[src/rtl/adc_seq_pkg.sv]
package adc_seq_pkg;
  typedef struct packed {
    logic [2:0] clk_sel;
    logic [1:0] intv;
    logic       iref;
    logic       cont;
    logic       ie;
    logic [3:0] acq;
  } ctl_t;

  localparam logic [1:0] INTV_EACH = 2'b00;
  localparam logic [1:0] INTV_PASS = 2'b01;
  localparam logic [1:0] INTV_N12  = 2'b10;
  localparam logic [1:0] INTV_N16  = 2'b11;

  localparam logic [2:0] CLK_SEL_RST   = 3'b011;
  localparam logic [2:0] CLK_SEL_FLOOR = 3'b011;

  typedef enum logic [1:0] {ST_IDLE, ST_ACQ, ST_CONV} seq_st_t;
endpackage

[src/rtl/adc_ctl_reg.sv]
module adc_ctl_reg
  import adc_seq_pkg::*;
(
  input  logic        clk,
  input  logic        rst,
  input  logic        hit,
  input  logic        rd,
  input  logic        wr,
  input  logic [15:0] wdata,
  input  logic        busy,
  output ctl_t        ctl,
  output logic [15:0] rdata
);
  logic [2:0] sel_rb;
  logic       unused_wbits;

  assign unused_wbits = ^{wdata[15], wdata[9:8], wdata[4]};
  assign sel_rb = (ctl.clk_sel < CLK_SEL_FLOOR) ? CLK_SEL_FLOOR : ctl.clk_sel;

  always_ff @(posedge clk) begin
    if (rst) begin
      ctl   <= '{clk_sel: CLK_SEL_RST, default: '0};
      rdata <= '0;
    end else begin
      if (hit && wr && !busy) begin
        ctl.clk_sel <= wdata[14:12];
        ctl.intv    <= wdata[11:10];
        ctl.iref    <= wdata[7];
        ctl.cont    <= wdata[6];
        ctl.ie      <= wdata[5];
        ctl.acq     <= wdata[3:0];
      end
      if (hit && rd)
        rdata <= {1'b0, sel_rb, ctl.intv, 2'b00, ctl.iref, ctl.cont, ctl.ie, 1'b0, ctl.acq};
    end
  end
endmodule

[src/rtl/adc_clk_div.sv]
module adc_clk_div #(
  parameter int MIN_EXP = 4,
  parameter int MAX_EXP = 7,
  localparam int DIV_W = MAX_EXP
) (
  input  logic       clk,
  input  logic       rst,
  input  logic [2:0] sel,
  output logic       tick
);
  logic [2:0]       exp_w, exp_q;
  logic [DIV_W-1:0] cnt, div_m1;

  assign exp_w  = (sel < 3'(MIN_EXP)) ? 3'(MIN_EXP) : sel;
  assign div_m1 = DIV_W'((32'd1 << exp_w) - 32'd1);

  always_ff @(posedge clk) begin
    if (rst) begin
      cnt   <= '0;
      exp_q <= 3'(MIN_EXP);
      tick  <= 1'b0;
    end else if (exp_w != exp_q) begin
      cnt   <= '0;
      exp_q <= exp_w;
      tick  <= 1'b0;
    end else begin
      tick <= (cnt == div_m1);
      cnt  <= (cnt == div_m1) ? '0 : cnt + 1'b1;
    end
  end
endmodule

[src/rtl/adc_seq_fsm.sv]
module adc_seq_fsm
  import adc_seq_pkg::*;
#(
  parameter int SLOT_W     = 4,
  parameter int CONV_TICKS = 4,
  parameter int ACQ_BASE   = 1,
  parameter int EXT_W      = 4,
  localparam int CNT_W = $clog2(ACQ_BASE + (1 << EXT_W) + CONV_TICKS) + 1
) (
  input  logic              clk,
  input  logic              rst,
  input  logic              tick,
  input  logic              start,
  input  logic [SLOT_W-1:0] first,
  input  logic [SLOT_W-1:0] last,
  input  logic              cont,
  input  logic              acq_en,
  input  logic [EXT_W-1:0]  acq_ext,
  output logic              busy,
  output logic [SLOT_W-1:0] slot,
  output logic              done_p,
  output logic              last_p
);
  seq_st_t          st;
  logic [CNT_W-1:0] cnt, acq_len;

  assign acq_len = CNT_W'(ACQ_BASE) + (acq_en ? CNT_W'(acq_ext) : '0);
  assign busy    = (st != ST_IDLE);

  always_ff @(posedge clk) begin
    if (rst) begin
      st     <= ST_IDLE;
      slot   <= '0;
      cnt    <= '0;
      done_p <= 1'b0;
      last_p <= 1'b0;
    end else begin
      done_p <= 1'b0;
      last_p <= 1'b0;
      case (st)
        ST_IDLE: if (start) begin
          st   <= ST_ACQ;
          slot <= first;
          cnt  <= acq_len;
        end
        ST_ACQ: if (tick) begin
          if (cnt == CNT_W'(1)) begin
            st  <= ST_CONV;
            cnt <= CNT_W'(CONV_TICKS);
          end else cnt <= cnt - 1'b1;
        end
        ST_CONV: if (tick) begin
          if (cnt == CNT_W'(1)) begin
            done_p <= 1'b1;
            last_p <= (slot == last);
            if (slot == last) begin
              if (cont) begin
                st   <= ST_ACQ;
                slot <= first;
                cnt  <= acq_len;
              end else st <= ST_IDLE;
            end else begin
              st   <= ST_ACQ;
              slot <= slot + 1'b1;
              cnt  <= acq_len;
            end
          end else cnt <= cnt - 1'b1;
        end
        default: st <= ST_IDLE;
      endcase
    end
  end
endmodule

[src/rtl/adc_irq_pace.sv]
module adc_irq_pace
  import adc_seq_pkg::*;
#(
  parameter int GROUP_A = 12,
  parameter int GROUP_B = 16,
  localparam int CW = $clog2(GROUP_B + 1)
) (
  input  logic       clk,
  input  logic       rst,
  input  logic       start,
  input  logic       done,
  input  logic       last,
  input  logic [1:0] intv,
  input  logic       clr,
  output logic       flag
);
  logic [CW-1:0] cnt;
  logic          hit_a, hit_b, ev;

  assign hit_a = (intv == INTV_N12) && (cnt == CW'(GROUP_A - 1));
  assign hit_b = (intv == INTV_N16) && (cnt == CW'(GROUP_B - 1));

  always_comb begin
    case (intv)
      INTV_EACH: ev = done;
      INTV_PASS: ev = done && last;
      default:   ev = done && (hit_a || hit_b);
    endcase
  end

  always_ff @(posedge clk) begin
    if (rst) begin
      cnt  <= '0;
      flag <= 1'b0;
    end else begin
      if (start) cnt <= '0;
      else if (done) cnt <= (hit_a || hit_b) ? '0 : cnt + 1'b1;
      if (ev) flag <= 1'b1;
      else if (clr) flag <= 1'b0;
    end
  end
endmodule

[src/rtl/adc_seq_ctrl.sv]
module adc_seq_ctrl
  import adc_seq_pkg::*;
#(
  parameter int SLOT_W     = 4,
  parameter int CONV_TICKS = 4,
  parameter int ACQ_BASE   = 1
) (
  input  logic              clk,
  input  logic              rst,
  input  logic              bus_hit,
  input  logic              bus_rd,
  input  logic              bus_wr,
  input  logic [15:0]       bus_wdata,
  output logic [15:0]       bus_rdata,
  input  logic              sw_start,
  input  logic              flag_clr,
  input  logic [SLOT_W-1:0] slot_first,
  input  logic [SLOT_W-1:0] slot_last,
  input  logic              acq_ext_en,
  input  logic              ext_temp_mode,
  output logic              conv_tick,
  output logic              busy,
  output logic [SLOT_W-1:0] cur_slot,
  output logic              sample_done,
  output logic              data_avail,
  output logic              irq,
  output logic              ref_internal
);
  ctl_t        ctl;
  logic [13:0] ctl_bits;
  logic        last_p;

  assign ctl_bits = ctl;

  adc_ctl_reg u_reg (
    .clk(clk), .rst(rst), .hit(bus_hit), .rd(bus_rd), .wr(bus_wr),
    .wdata(bus_wdata), .busy(busy), .ctl(ctl), .rdata(bus_rdata)
  );

  adc_clk_div u_div (
    .clk(clk), .rst(rst), .sel(ctl.clk_sel), .tick(conv_tick)
  );

  adc_seq_fsm #(.SLOT_W(SLOT_W), .CONV_TICKS(CONV_TICKS), .ACQ_BASE(ACQ_BASE)) u_fsm (
    .clk(clk), .rst(rst), .tick(conv_tick), .start(sw_start),
    .first(slot_first), .last(slot_last), .cont(ctl.cont),
    .acq_en(acq_ext_en), .acq_ext(ctl.acq), .busy(busy),
    .slot(cur_slot), .done_p(sample_done), .last_p(last_p)
  );

  adc_irq_pace u_pace (
    .clk(clk), .rst(rst), .start(sw_start && !busy), .done(sample_done),
    .last(last_p), .intv(ctl.intv), .clr(flag_clr), .flag(data_avail)
  );

  assign irq = data_avail && ctl.ie;

  always_ff @(posedge clk) begin
    if (rst) ref_internal <= 1'b0;
    else ref_internal <= ctl.iref || ext_temp_mode ||
                         (cur_slot == SLOT_W'(6)) || (cur_slot == SLOT_W'(7));
  end
endmodule

[config.mk]
export PLATFORM = sky130hd
export DESIGN_NAME = adc_seq_ctrl
export DESIGN_NICKNAME = d
export VERILOG_FILES = /design/src/rtl/adc_seq_pkg.sv /design/src/rtl/adc_ctl_reg.sv /design/src/rtl/adc_clk_div.sv /design/src/rtl/adc_seq_fsm.sv /design/src/rtl/adc_irq_pace.sv /design/src/rtl/adc_seq_ctrl.sv
export SDC_FILE = /design/constraint.sdc
export NUM_CORES = 1
export LEC_CHECK = 0
export BUFFER_PORTS_ARGS = -buffer_cell sky130_fd_sc_hd__clkbuf_2
export CAP_MARGIN = 20
export CORE_ASPECT_RATIO = 0.9
export CORE_MARGIN = 2
export CORE_UTILIZATION = 58
export DETAILED_ROUTE_END_ITERATION = 12
export GPL_ROUTABILITY_DRIVEN = 0
export PLACE_DENSITY = 0.83
export SETUP_SLACK_MARGIN = 0.2
export SLEW_MARGIN = 0
export SYNTH_ARGS = -nofsm -noshare
export SYNTH_HDL_FRONTEND = slang
export SYNTH_SLANG_ARGS = --single-unit
[constraint.sdc]
create_clock -name clk -period 3 [get_ports clk]
set_clock_uncertainty 0.2 [all_clocks]
set_input_delay 0.45 -clock clk [delete_from_list [all_inputs] [get_ports clk]]
set_output_delay 0.45 -clock clk [all_outputs]
set_load 0.03 [all_outputs]
==> summary.md, run 1 <==
| Metric | Value |
|---|---|
| Mapped Area | `0.00274 mm2` |
| CP Capture Type | `flip-flop` |
| Seq cells post-synth | `55` |
| Post-synthesis average cell area | `8.28 um2` |
| Worst path depth | `7` |
| Synth Flop Type | `dfxtp_1` |
| Die ar. | `about 0.0053 mm2` |
| Tot Pwr | `2.25 mW` |
| DR vias | `2447` |
| Post-layout nets | `between 400 and 500` |
| Crit Path Max Fanout | `8` |
| Max Cap Violations | `0` |
| Buffers on Ports | `50` |
| EDFF count, synth | `0` |
| Design Area, Final | `0.00311 mm2` |
| Max stage delay cell, worst path | `dfxtp_1` |
| Routed wire length per instance | `13.9 um` |
| Synthesis Warnings | `0` |
| Worst hold path class | `in -> reg` |
| CTS tree | `done` |
| Distinct cells, synth | `between 50 and 60` |
| Diodes inserted | `0` |
| Hold Violations, Final | `0` |
| Clock buffer depth | `2` |
| Clock latency on the worst-skew pair | `300 ps` |
| Flop pwr share | `41.5%` |
| Clk slew on worst S/H paths | `90 ps` |
| Fin util | `69.4%` |
| Cell breakdown of the critical path | `inv_1 > ha_1 > inv_1 > o21ai_0 > o221ai_4 > a211oi_1 > nor3_2` |
| Required @ worst endpoint | `2980 ps` |
| First-pass DRT Iterations | `4` |
| Setup crit end | `u_fsm.slot[1]` |
| Met3 usage | `between 4 and 5%` |
| Routing usage on met2 | `40.1%` |
| Post-DRT Antenna Nets | `0` |
| Clock share of power | `19.7%` |
| Most frequent cells in the layout | `nand2_1 (60), dfxtp_1 (55), clkbuf_2 (50)` |
| Post-Synthesis Cells | `331` |
| Status | `finished, final reports clean` |
| PD cells | `~720 mW/mm2` |
| Worst setup path start | `u_fsm.st[0]` |
| Synth async-reset ratio | `0%` |
| Fin crit share | `74.8%` |
| Post-synthesis sequential area ratio | `40.2%` |
| Via/cell ratio | `5.57` |
| Worst VDD drop | `435 uV` |
| Core area | `roughly 0.0045 mm2` |
| Clock sinks | `55` |
| P_leak | `1.30 nW` |
| P_int | `~1.4 mW` |
| Top cell by count, worst path | `inv_1` |
| Dpl cell area | `0.00301 mm2` |
| Ports | `59` |
| Worst Setup Path Type | `reg -> reg` |
| WHS Path Cells | `3` |
| Layout cells sized above 1 | `a little under a fifth` |
| Routed WL | `6100 um` |
| Vias in the first global route | `2269` |
| Max-slew violation count | `0` |
| FF-to-FF setup slack | `~760 ps` |
| CTS buffer count | `5` |
| DP HPWL | `~4500 um` |
| RSZ-0062 raised after global routing | `false` |
| Post-CTS Setup Bufs | `0` |
| Initial Utilization | `61.0%` |
| Row count | `23` |
| Number of instances resized during post-cts repair | `0` |
| Critical Path Source Type | `flip-flop` |
| DRC Markers | `0` |
| Worst R2R End | `u_fsm.slot[1]` |
| Worst Path Buf+Inv | `2` |
| Met1 usage | `between 20 and 30%` |
| Total number of H-tree levels | `2` |
| Final cell count without fillers | `439` |
| Top cell family by delay on the critical path | `compound AO/OA/AOI/OAI gates` |
| Switch share | `39.5%` |
| R2R cell count | `7` |
| Post-CTS Hold Buffers | `0` |
| Period minus WS final | `2240 ps` |
| Worst Max-Slew Pin Slew | `around 740 ps` |
| Total track usage | `23.2%` |
| Synthesis-to-layout area growth | `13.7%` |
| Setup violations, final | `0` |
| Setup_tns | `0 ps` |
| Post-Place Cells | `431` |
| CTS root buf | `clkbuf_8` |
| First-pass GRT wire length | `around 10000 um` |
| Worst flop-to-flop path startpoint | `u_fsm.st[0]` |
| Global routing's busiest layer | `met2` |
| Sw Pwr | `0.890 mW` |
| GRT overflow | `0` |
| Combinational power share | `38.8%` |
| Largest stage delay on the critical path | `370 ps` |
| Chip height | `69.2 um` |
| Worst slew margin | `50.1%` |
| Commonest non-fill, non-tap cell in the layout | `nand2_1` |
| Largest net degree at the start of global routing | `21` |
| Peak Freq | `446 MHz` |
| Initial antenna violation count | `0` |
| Die Wd | `76.5 um` |
| Critical hold path startpoint | `bus_wdata[12]` |
| Critical path arrival | `2220 ps` |
| First DRT Iteration DRCs | `133` |
layer usage:
layer | vias to the layer above | wire [um]
li1 | 1226 | -
met1 | 1149 | 2790
met2 | 67 | 2960
met3 | 5 | 307
met4 | 0 | 38
met5 | - | 0
registers in the layout, indices dropped and copies added (netlist names):
signal	flops
u_div.exp_q	2
u_reg.ctl	12
u_fsm.last_p	1
ref_internal	1
u_fsm.st	2
u_fsm.slot	4
u_pace.flag	1
u_div.tick	1
u_div.cnt	7
u_fsm.done_p	1
u_pace.cnt	5
u_reg.rdata	12
u_fsm.cnt	6
Yosys cell counts, drive strengths merged (2+ instances only):
library cell | n | area share (%)
a22oi | 3 | 0.82
a21o | 3 | 0.82
clkbuf | 9 | 1.2
nand2b | 4 | 0.91
a211o | 2 | 0.64
o22ai | 2 | 0.46
o21ai | 12 | 2.3
a32o | 2 | 0.73
nor2b | 3 | 0.69
a211oi | 4 | 1.1
xor2 | 11 | 3.5
nand2 | 60 | 8.2
inv | 17 | 2.3
dfxtp | 55 | 40
o41ai | 2 | 0.91
nand4 | 2 | 0.46
nand3 | 11 | 2.0
o211ai | 5 | 1.4
buf | 7 | 1.6
nor4 | 3 | 1.2
nor3 | 4 | 1.1
a31oi | 2 | 0.46
nor2 | 26 | 3.6
xnor2 | 5 | 1.6
nor3b | 2 | 0.55
ha | 13 | 5.9
and3 | 6 | 1.4
mux2i | 4 | 1.5
or4 | 2 | 0.82
a21oi | 33 | 6.2
nand3b | 2 | 0.55
and2 | 4 | 0.91
worst min-delay path, cell delays in order:
cell      delay, ps
clkbuf_2         80
nand2_1          40
nand3_1          60
cells by family (layout without fill, tap and decap cells):
family | count (synthesis) | count (layout) | share of synthesized area (%)
buf+inv | 34 | 77 | 5.25
flops | 55 | 55 | 40.2
fa+ha+maj | 13 | 13 | 5.94
other cells | 1 | 4 | 0.137
simple gates | 132 | 132 | 23.5
xor+xnor | 16 | 16 | 5.11
mux | 4 | 4 | 1.46
compound gates | 76 | 76 | 18.4
power groups by stage:
| stage | registers, mW | clock network (mW) | logic [mW] |
|---|---|---|---|
| floorplan | 0.951 | 0 | 0.663 |
| finish | 0.936 | 0.445 | 0.874 |
| global route | 0.950 | 0.484 | 0.966 |
| global placement | 0.943 | 0 | 0.840 |
| detailed placement | 0.950 | 0 | 0.865 |
| CTS | 0.932 | 0.455 | 0.871 |
cell type report:
class,instances,area [um2]
Clock inverter,1,7.51
Inverter,18,67.6
Multi-Input combinational cell,245,1510
Sequential cell,55,1100
Clock buffer,7,96.3
Timing Repair Buffer,51,258
Fill cell,401,1380
Tap cell,62,77.6
worst min-delay path by stage:
stage | endpoint | slack, ps
final | u_reg.ctl[9] | 150
after global routing | u_reg.ctl[4] | 160
after CTS | u_reg.ctl[9] | 150
after detailed placement | u_div.cnt[0] | 230
after global placement | u_div.cnt[0] | 230
after floorplan | u_div.cnt[0] | 210
stage by stage:
stage / setup slack, ps / hold slack (ps)
after global routing: 573 / 159
after global placement: 853 / 229
after floorplan: 894 / 213
after detailed placement: 791 / 234
after CTS: 776 / 148
final: 756 / 153
Note: power is estimated with default switching activity, not from simulation.
==> run 2, diff against run 1 <==
--- a/config.mk
+++ b/config.mk
@@ -9,10 +9,10 @@
 export CAP_MARGIN = 20
 export CORE_ASPECT_RATIO = 0.9
 export CORE_MARGIN = 2
-export CORE_UTILIZATION = 58
+export CORE_UTILIZATION = 49
 export DETAILED_ROUTE_END_ITERATION = 12
 export GPL_ROUTABILITY_DRIVEN = 0
-export PLACE_DENSITY = 0.83
+export PLACE_DENSITY = 0.75
 export SETUP_SLACK_MARGIN = 0.2
 export SLEW_MARGIN = 0
 export SYNTH_ARGS = -nofsm -noshare
==> constraint.sdc (replaced) <==
create_clock -name clk -period 1.8 [get_ports clk]
set_clock_uncertainty 0.2 [all_clocks]
set_input_delay 0.27 -clock clk [delete_from_list [all_inputs] [get_ports clk]]
set_output_delay 0.27 -clock clk [all_outputs]
set_load 0.03 [all_outputs]
==> run 2 against run 1 <==
Effect of this change: the run now ends with setup timing left; global-route usage rose by 1.0 points; critical path depth fell by 2; cell count rose by 15%; count of clock-buffer cells in the layout fell by 1; first-iteration DRC count rose by 38%; final area rose by 28%; critical path type unchanged; largest cell class unchanged; largest power group is now combinational cells.
==> summary.md, run 2 (synthesis results as in run 1) <==
| Metric | Value |
|---|---|
| Status | `finished with violations` |
| Violated checks | `setup timing` |
| RSZ-0062 raised after global routing | `true` |
| Total number of H-tree levels | `2 (unchanged)` |
| P_leak | `1.65 nW (+27%)` |
| Die Wd | `82.8 um (+8.3%)` |
| Setup violations, final | `10 (+10)` |
| Critical hold path startpoint | `ext_temp_mode` |
| Hold Violations, Final | `0 (unchanged)` |
| First-pass GRT wire length | `12000 um (+19%)` |
| First DRT Iteration DRCs | `184 (+38%)` |
| First-pass DRT Iterations | `5 (+1)` |
| Die ar. | `0.00621 mm2 (+17%)` |
| Worst flop-to-flop path startpoint | `u_fsm.slot[0]` |
| Post-layout nets | `483 (+14%)` |
| Worst Path Buf+Inv | `0 (-2)` |
| Period minus WS final | `1900 ps (-343 ps)` |
| Met3 usage | `4.06% (-0.76 points)` |
| Tot Pwr | `4.95 mW (+120%)` |
| Largest stage delay on the critical path | `540 ps (+170 ps)` |
| Required @ worst endpoint | `1810 ps (-1170 ps)` |
| # fillers | `369 (-8.0%)` |
| Clock sinks | `55 (unchanged)` |
| Max-slew violation count | `0 (unchanged)` |
| Sw Pwr | `1.95 mW (+120%)` |
| FF-to-FF setup slack | `-100 ps (-860 ps)` |
| CP Capture Type | `flip-flop` |
| Clock buffer depth | `2 (unchanged)` |
| Vias in the first global route | `2620 (+15%)` |
| Most frequent cells in the layout | `nand2_1 (57), clkbuf_2 (49), dfxtp_1 (40)` |
| Row count | `25 (+8.7%)` |
| Combinational power share | `54.2% (+15 points)` |
| Worst hold path class | `in -> reg` |
| Commonest non-fill, non-tap cell in the layout | `nand2_1` |
| DRC Markers | `0 (unchanged)` |
| Biggest registers after layout | `u_reg.ctl x12, u_reg.rdata x12, u_div.cnt x7` |
| P_int | `3.00 mW (+120%)` |
| Crit Path Max Fanout | `8 (unchanged)` |
| GRT overflow | `0 (unchanged)` |
| Worst VDD drop | `793 uV (+82%)` |
| Total track usage | `24.3% (+1.0 points)` |
| Met1 usage | `29.4% (-0.53 points)` |
| Clock latency on the worst-skew pair | `320 ps (+20 ps)` |
| Buffers on Ports | `50 (unchanged)` |
| CTS root buf | `clkbuf_8` |
| Synthesis-to-layout area growth | `45.9%` |
| Initial Utilization | `51.5% (-9.5 points)` |
| Routed wire length per instance | `15.5 um (+12%)` |
| Largest net degree at the start of global routing | `17 (-19%)` |
| Max Cap Violations | `0 (unchanged)` |
| Post-DRT Antenna Nets | `0 (unchanged)` |
| Diodes inserted | `0 (unchanged)` |
| Critical path arrival | `1910 ps (-310 ps)` |
| Chip height | `74.9 um (+8.3%)` |
| DP HPWL | `5000 um (+12%)` |
| DR vias | `2753 (+13%)` |
| CTS tree | `done` |
| CTS buffer count | `5 (unchanged)` |
| Switch share | `39.4% (-0.088 points)` |
| Worst Setup Path Type | `reg -> reg` |
| Routing usage on met2 | `43.2% (+3.1 points)` |
| Ports | `59 (unchanged)` |
| Clock share of power | `14.2% (-5.5 points)` |
| Via/cell ratio | `5.45 (-2.2%)` |
| Initial antenna violation count | `0 (unchanged)` |
| Post-route worst setup slack | `-101 ps (-857 ps)` |
| Worst setup path start | `u_fsm.slot[0]` |
| Peak Freq | `526 MHz (+18%)` |
| Routed WL | `7820 um (+28%)` |
| Max stage delay cell, worst path | `or4_4` |
| Top cell family by delay on the critical path | `simple AND/OR/NAND/NOR gates` |
| Flop pwr share | `31.6% (-9.9 points)` |
| PD cells | `1240 mW/mm2 (+71%)` |
| Core area | `0.00532 mm2 (+18%)` |
| Cell breakdown of the critical path | `xor2_4 > or4_4 > o221ai_4 > nor2b_4 > nor3_2` |
| Pre-CTS setup slack | `-151 ps (-942 ps)` |
| Clk slew on worst S/H paths | `90 ps (about the same)` |
| Critical Path Source Type | `flip-flop` |
| Global routing's busiest layer | `met2` |
| Fin crit share | `106% (+31 points)` |
| Layout cells sized above 1 | `40.6% (+22 points)` |
run 2: cell count changes in the layout (fill, tap and decap cells not counted), moves of 6 or more:
cell           change
dfxtp_4            +7
buf_4             +34
dfxtp_2            +8
buf_6             +14
nor2_1             -6
ha_1               -7
dfxtp_1           -15
dlygate4sd3_1     +12
run 2: layout make-up:
class                           count  area, um2  area share [%]
Clock buffer                        6       72.6            1.82
Clock inverter                      2       11.3           0.282
Inverter                           18       75.1            1.88
Multi-Input combinational cell    245       1800            45.1
Sequential cell                    55       1140            28.5
Tap cell                           67       83.8            2.10
Timing Repair Buffer              112        816            20.4
run 2: timing repair:
action,4_1_cts,5_1_grt
pin swaps,18,28
endpoints found under the setup margin,28,39
gates cloned,0,1
endpoints found under the hold margin,12,0
resized for setup,41,34
setup buffers,11,0
hold buffers,12,0
run 2: routing by layer:
metal  part of all wire [%]  vias up
met5                      0        -
met4                    1.5        0
met3                    5.9       10
met2                     50       98
met1                     43     1310
li1                       -     1335
run 2: final timing paths:
path | cells after the start | endpoint
max | 5 | u_fsm.slot[1]
min | 3 | ref_internal
max reg2reg | 5 | u_fsm.slot[1]
min reg2reg | 1 | u_div.cnt[0]
run 2: per-stage QoR:
stage	hold WS [ps]	instances	utilization, %	instance area (um2)	TNS [ps]
2_1_floorplan	194	334	-	2870	-212
3_3_place_gp	229	473	64.0	3400	-504
3_5_place_dp	239	473	64.0	3400	-1010
4_1_cts	16.7	504	72.7	3870	-470
5_1_grt	35.9	505	75.2	4000	-1160
6_report	9.18	505	75.2	4000	-517
run 2: tightest hold or removal path: stages:
cell and delay [ps]:
clkbuf_2 80, nor2_1 30, a21oi_1 110
run 2: power by group through the flow:
stage	sequential, mW	clock [mW]	combinational (mW)
after floorplan	1.62	0	1.25
after global placement	1.54	0	2.06
after detailed placement	1.55	0	2.12
after CTS	1.55	0.708	2.46
after global routing	1.59	0.756	2.88
final	1.56	0.701	2.68
